===== src/rtl/sdbg_watch_pkg.sv =====
package sdbg_watch_pkg;

    // Port operating mode; JTAG is the power-on default
    typedef enum logic {
        MODE_JTAG  = 1'b0,
        MODE_SWIRE = 1'b1
    } port_mode_e;

    // Registered outputs of the watcher top
    typedef struct packed {
        port_mode_e mode;
        logic       lr_pulse;
        logic       id_pend;
    } watch_state_t;

    // Select pattern, first-sent bit in the MSB
    localparam logic [15:0] SELECT_PATTERN_DEFAULT = 16'h79E7;

endpackage


===== src/rtl/sdbg_run_counter.sv =====
module sdbg_run_counter #(
    parameter int RUN_LEN = 50
) (
    input  logic clk,
    input  logic rst_n,
    input  logic valid_i,
    input  logic bit_i,
    output logic full_o,
    output logic hit_o
);
    localparam int              CNT_W   = $clog2(RUN_LEN + 1);
    localparam logic [CNT_W-1:0] CNT_MAX = CNT_W'(RUN_LEN);
    localparam logic [CNT_W-1:0] CNT_PRE = CNT_W'(RUN_LEN - 1);

    typedef struct packed {
        logic [CNT_W-1:0] cnt;
    } run_state_t;

    run_state_t st_d, st_q;

    // Saturating run-of-ones counter; a valid zero clears it
    always_comb begin
        st_d = st_q;
        if (valid_i) begin
            if (!bit_i) begin
                st_d.cnt = '0;
            end else if (st_q.cnt != CNT_MAX) begin
                st_d.cnt = st_q.cnt + 1'b1;
            end
        end
    end

    always_ff @(posedge clk or negedge rst_n) begin
        if (!rst_n) begin
            st_q <= '0;
        end else begin
            st_q <= st_d;
        end
    end

    assign full_o = (st_q.cnt == CNT_MAX);
    assign hit_o  = valid_i && bit_i && (st_q.cnt == CNT_PRE);

endmodule


===== src/rtl/sdbg_pattern_match.sv =====
module sdbg_pattern_match #(
    parameter int             PAT_W   = 16,
    parameter logic [PAT_W-1:0] PATTERN = 16'h79E7
) (
    input  logic clk,
    input  logic rst_n,
    input  logic valid_i,
    input  logic bit_i,
    input  logic armed_i,
    output logic match_o
);
    localparam int              POS_W    = $clog2(PAT_W + 1);
    localparam logic [POS_W-1:0] POS_LAST = POS_W'(PAT_W - 1);
    localparam logic [POS_W-1:0] POS_ONE  = POS_W'(1);

    typedef struct packed {
        logic [PAT_W-1:0] shreg;
        logic [POS_W-1:0] pos;
    } pat_state_t;

    pat_state_t       st_d, st_q;
    logic [PAT_W-1:0] shift_nx;

    // pos counts the valid bits received since the run of ones ended;
    // a compare is only meaningful when the 16th such bit arrives
    always_comb begin
        st_d     = st_q;
        shift_nx = {st_q.shreg[PAT_W-2:0], bit_i};
        if (valid_i) begin
            st_d.shreg = shift_nx;
            if (armed_i && !bit_i) begin
                st_d.pos = POS_ONE;
            end else if (st_q.pos == POS_LAST) begin
                st_d.pos = '0;
            end else if (st_q.pos != '0) begin
                st_d.pos = st_q.pos + 1'b1;
            end
        end
    end

    always_ff @(posedge clk or negedge rst_n) begin
        if (!rst_n) begin
            st_q <= '0;
        end else begin
            st_q <= st_d;
        end
    end

    assign match_o = valid_i && (st_q.pos == POS_LAST) && (shift_nx == PATTERN);

endmodule


===== src/rtl/sdbg_line_watch.sv =====
module sdbg_line_watch
    import sdbg_watch_pkg::*;
#(
    parameter int             RUN_LEN = 50,
    parameter int             PAT_W   = 16,
    parameter logic [PAT_W-1:0] PATTERN = SELECT_PATTERN_DEFAULT
) (
    input  logic clk,
    input  logic rst_n,
    input  logic valid_i,
    input  logic bit_i,
    input  logic id_ok_i,
    output logic swire_mode_o,
    output logic line_reset_o,
    output logic id_pend_o
);
    logic run_full;
    logic run_hit;
    logic pat_match;

    watch_state_t st_d, st_q;

    sdbg_run_counter #(
        .RUN_LEN (RUN_LEN)
    ) u_run (
        .clk     (clk),
        .rst_n   (rst_n),
        .valid_i (valid_i),
        .bit_i   (bit_i),
        .full_o  (run_full),
        .hit_o   (run_hit)
    );

    sdbg_pattern_match #(
        .PAT_W   (PAT_W),
        .PATTERN (PATTERN)
    ) u_pat (
        .clk     (clk),
        .rst_n   (rst_n),
        .valid_i (valid_i),
        .bit_i   (bit_i),
        .armed_i (run_full),
        .match_o (pat_match)
    );

    always_comb begin
        st_d          = st_q;
        st_d.lr_pulse = run_hit;
        if (pat_match) begin
            st_d.mode = MODE_SWIRE;
        end
        // a fresh line reset in serial-wire mode outranks the acknowledge
        if (run_hit && (st_q.mode == MODE_SWIRE)) begin
            st_d.id_pend = 1'b1;
        end else if (id_ok_i) begin
            st_d.id_pend = 1'b0;
        end
    end

    always_ff @(posedge clk or negedge rst_n) begin
        if (!rst_n) begin
            st_q <= '{mode: MODE_JTAG, lr_pulse: 1'b0, id_pend: 1'b0};
        end else begin
            st_q <= st_d;
        end
    end

    assign swire_mode_o = (st_q.mode == MODE_SWIRE);
    assign line_reset_o = st_q.lr_pulse;
    assign id_pend_o    = st_q.id_pend;

endmodule


===== config.mk =====
export PLATFORM = sky130hd
export DESIGN_NAME = sdbg_line_watch
export DESIGN_NICKNAME = d
export VERILOG_FILES = /design/src/rtl/sdbg_watch_pkg.sv /design/src/rtl/sdbg_run_counter.sv /design/src/rtl/sdbg_pattern_match.sv /design/src/rtl/sdbg_line_watch.sv
export SDC_FILE = /design/constraint.sdc
export NUM_CORES = 1
export LEC_CHECK = 0
export ABC_AREA = 1
export BUFFER_PORTS_ARGS = -buffer_cell sky130_fd_sc_hd__buf_2
export CORE_MARGIN = 2
export CORE_UTILIZATION = 45
export CTS_CLUSTER_DIAMETER = 60
export DETAILED_ROUTE_END_ITERATION = 8
export GPL_ROUTABILITY_DRIVEN = 0
export GPL_TIMING_DRIVEN = 0
export SYNTH_ARGS = -nofsm -noshare
export SYNTH_HDL_FRONTEND = slang
export SYNTH_SLANG_ARGS = --single-unit
export TNS_END_PERCENT = 20

===== constraint.sdc =====
create_clock -name clk -period 1.6 [get_ports clk]
set_input_delay 0.08 -clock clk [delete_from_list [all_inputs] [get_ports clk]]
set_output_delay 0.08 -clock clk [all_outputs]
set_load 0.05 [all_outputs]

==> results_dict.tcl <==
set metrics [dict create \
    synth-simple-area-share_pct 26.8 \
    cts_sinks 29 \
    crit_path_start_kind "flip-flop" \
    syn_inst 176 \
    clk_path_buf_depth 2 \
    antenna_found_initial 0 \
    finalCritPeriodShare_pct 92.4 \
    slew_viol_final 0 \
    synth_top_area_share_pct 48.9 \
    yosysMostFrequentCell "nand2_1" \
    fin_area_mm2 0.00164 \
    p_leak_uw 0.000813 \
    max_clock_freq_ghz 0.677 \
    hold_path.class "input pin to flip-flop" \
    synth_xor_area_share_pct 0.591 \
    status "finished, final reports clean" \
    synth_compound_area_share_pct 9.20 \
    num-nets-final 201 \
    ys_seq_area_share_pct 48.9 \
    rsz0062_at_grt "false" \
    hold_ws_ns 0.0482 \
    final_antenna_net_count 0 \
    synthesis.nets 186 \
    ctsHoldBuffers 2 \
    cts_resized 0 \
    viasPerCell 4.88 \
    cts-buffers-inserted 5 \
    dr.first_iter.drc_count 94 \
    grt_pass1_vias 1096 \
    power_density_mw_per_mm2 1130 \
    setup_tns_ns 0 \
    clkLatencyLatePin_ns 0.33 \
    cts_root_buffer "clkbuf_4" \
    critPathMaxFanout 7 \
    syn_avg_cell_area_um2 8.42 \
    setup_viol 0 \
    synthTopCellsByArea "dfrtp_1 (49%), nand2_1 (10%), inv_1 (6.6%), o21ai_0 (5.4%), ha_1 (4.2%)" \
    cp_cell_sequence "inv_1 > ha_1 > inv_1 > nor2_4 > nand3_4 > nand2_1 > nand2_2 > nand2_1 > nand2_1" \
    postCtsSetupBuffers 0 \
    synth_mux_area_share_pct 0.759 \
    final-hold-violation-count 0 \
    slowest_delay_ns 0.46 \
    remaining_drc_errors 0 \
    critPathKind "flip-flop to flip-flop" \
    grt_usage_pct 17.5 \
    place_area_mm2 0.00157 \
    layout-drive-gt1-share_pct 14.1 \
    worst_path_most_repeated_cell "nand2_1" \
    cts_max_level 2 \
    wl_per_cell_um 11.7 \
    slowest_stage "dfrtp_1" \
    hpwl_um 1900 \
    synth_top_family_by_area "simple AND/OR/NAND/NOR gates" \
    yosysWarnings 0 \
    ir_drop_uv 464 \
    vias 1147 \
    die_h_um 61.4 \
    insertedDiodeCount 0 \
    syn_area_mm2 0.00148 \
    synth_edf_count 0 \
    min_period_ns 1.48 \
    synth_async_sr_flop_share_pct 100 \
    rows 20 \
    clock_skew_ns 0.00604 \
    grt_overflow 0 \
    grt_max_degree 30 \
    first_pass_iters 4 \
    die_area_mm2 0.00377 \
    coreArea_mm2 0.00310 \
    grt_pass1_wl_um 4690 \
    start_util_pct 47.8 \
    cts.reportedPaths.clkPinSlew_ns 0.09 \
    synth-adder-area-share_pct 4.22 \
    synth_cell_types 25 \
    die_w_um 61.4 \
    yosys.area.top_type "dfrtp_1" \
    synth_common_cells "nand2_1 (41), dfrtp_1 (29), inv_1 (26)" \
    port_buffers 6 \
    ys_ff_latch 29 \
    crit_required_ns 1.83 \
    worstMarginPinSlew_ns 0.643 \
    routed_wl_um 2740 \
    pin_count 8 \
    slew-limit-headroom_pct 57.1 \
    syn_to_final_growth_pct 10.8 \
    worstPathArrival_ns 1.71 \
    drv_cap 0 \
    cts_tree "yes" \
    synth_ff_type "dfrtp_1" \
    endpoint_kind "flip-flop" \
]
path summary, 6_finish.rpt:
check                         startpoint                 end  slack (ns)  depth (start not counted)
setup / recovery           u_run.st_q[0]       u_pat.st_q[4]        0.12                          9
hold / removal                   valid_i  u_pat.shift_nx[12]        0.05                          2
setup reg to reg           u_run.st_q[0]       u_pat.st_q[4]        0.12                          9
hold reg to reg             swire_mode_o        swire_mode_o        0.50                          2
max in group asynchronous          rst_n   u_pat.shift_nx[7]        0.88                          2
min in group asynchronous          rst_n        swire_mode_o        0.30                          2
cell usage in the layout, fill, tap and decap left out:
cell type      netlist  layout
a21boi_4             1       1
a21oi_1              6       6
and3_1               1       1
buf_2                1       7
buf_6                2       2
clkbuf_1             2       3
clkbuf_4             0       5
clkbuf_8             0       1
dfrtp_1             29      29
dlygate4sd3_1        0       2
ha_1                 5       5
inv_1               26      26
inv_2                2       2
mux2_2               1       1
nand2_1             41      41
nand2_2              2       2
nand2_4              1       1
nand3_1             11      11
nand3_2              1       1
nand3_4              1       1
nand4_1              8       8
nor2_1              10      10
nor2_2               2       2
nor2_4               1       1
nor3_1               4       4
o21ai_0             16      16
o21bai_1             1       1
xor2_1               1       1
per-stage QoR:
stage               worst slack (ns)  utilization, %  cells  total power (uW)
detailed placement             0.159            50.5    226              1410
CTS                            0.135            52.9    235              1870
floorplan                      0.292               -    176              1290
global route                  0.0107            52.9    235              2000
global placement               0.157            50.5    226              1390
finish                         0.122            52.9    235              1860
layout make-up:
class	count	area, um2
well taps	44	55.1
clock buffers	7	55.1
fillers	318	1460
plain buffers	5	35.0
multi-input cells	114	617
repair buffers	8	50.0
inverters	28	105
flip-flops and latches	29	726
metal layers:
| layer | vias up | global-route usage (%) | share of wire (%) |
|---|---|---|---|
| li1 | 589 | - | - |
| met5 | - | 0 | 0 |
| met1 | 537 | 21.0 | 47 |
| met2 | 15 | 28.6 | 47 |
| met3 | 6 | 6.30 | 4.2 |
| met4 | 0 | 7.60 | 1.9 |
sequential cells by signal (all words and copies together) (netlist names):
register and count:
id_pend_o 1, line_reset_o 1, swire_mode_o 1, u_pat.shift_nx 15, u_pat.st_q 5, u_run.st_q 6
power by group:
group,internal (uW),leakage [uW],switching (uW)
combinational,186,0.000423,271
clock,207,0.0000314,246
sequential,843,0.000359,104
logic make-up after synthesis:
| kind of cell | after synthesis |
|---|---|
| xor+xnor | 1 |
| simple gates | 83 |
| compound gates | 24 |
| buf+inv | 33 |
| fa+ha+maj | 5 |
| mux | 1 |
| flops | 29 |
critical path: cells and delay by family (launching register included):
kind	cells	cell delay [ns]
simple gates	6	0.58
flops	1	0.46
buf+inv	2	0.19
fa+ha+maj	1	0.16
No activity file was read; power rests on OpenSTA's default activity.
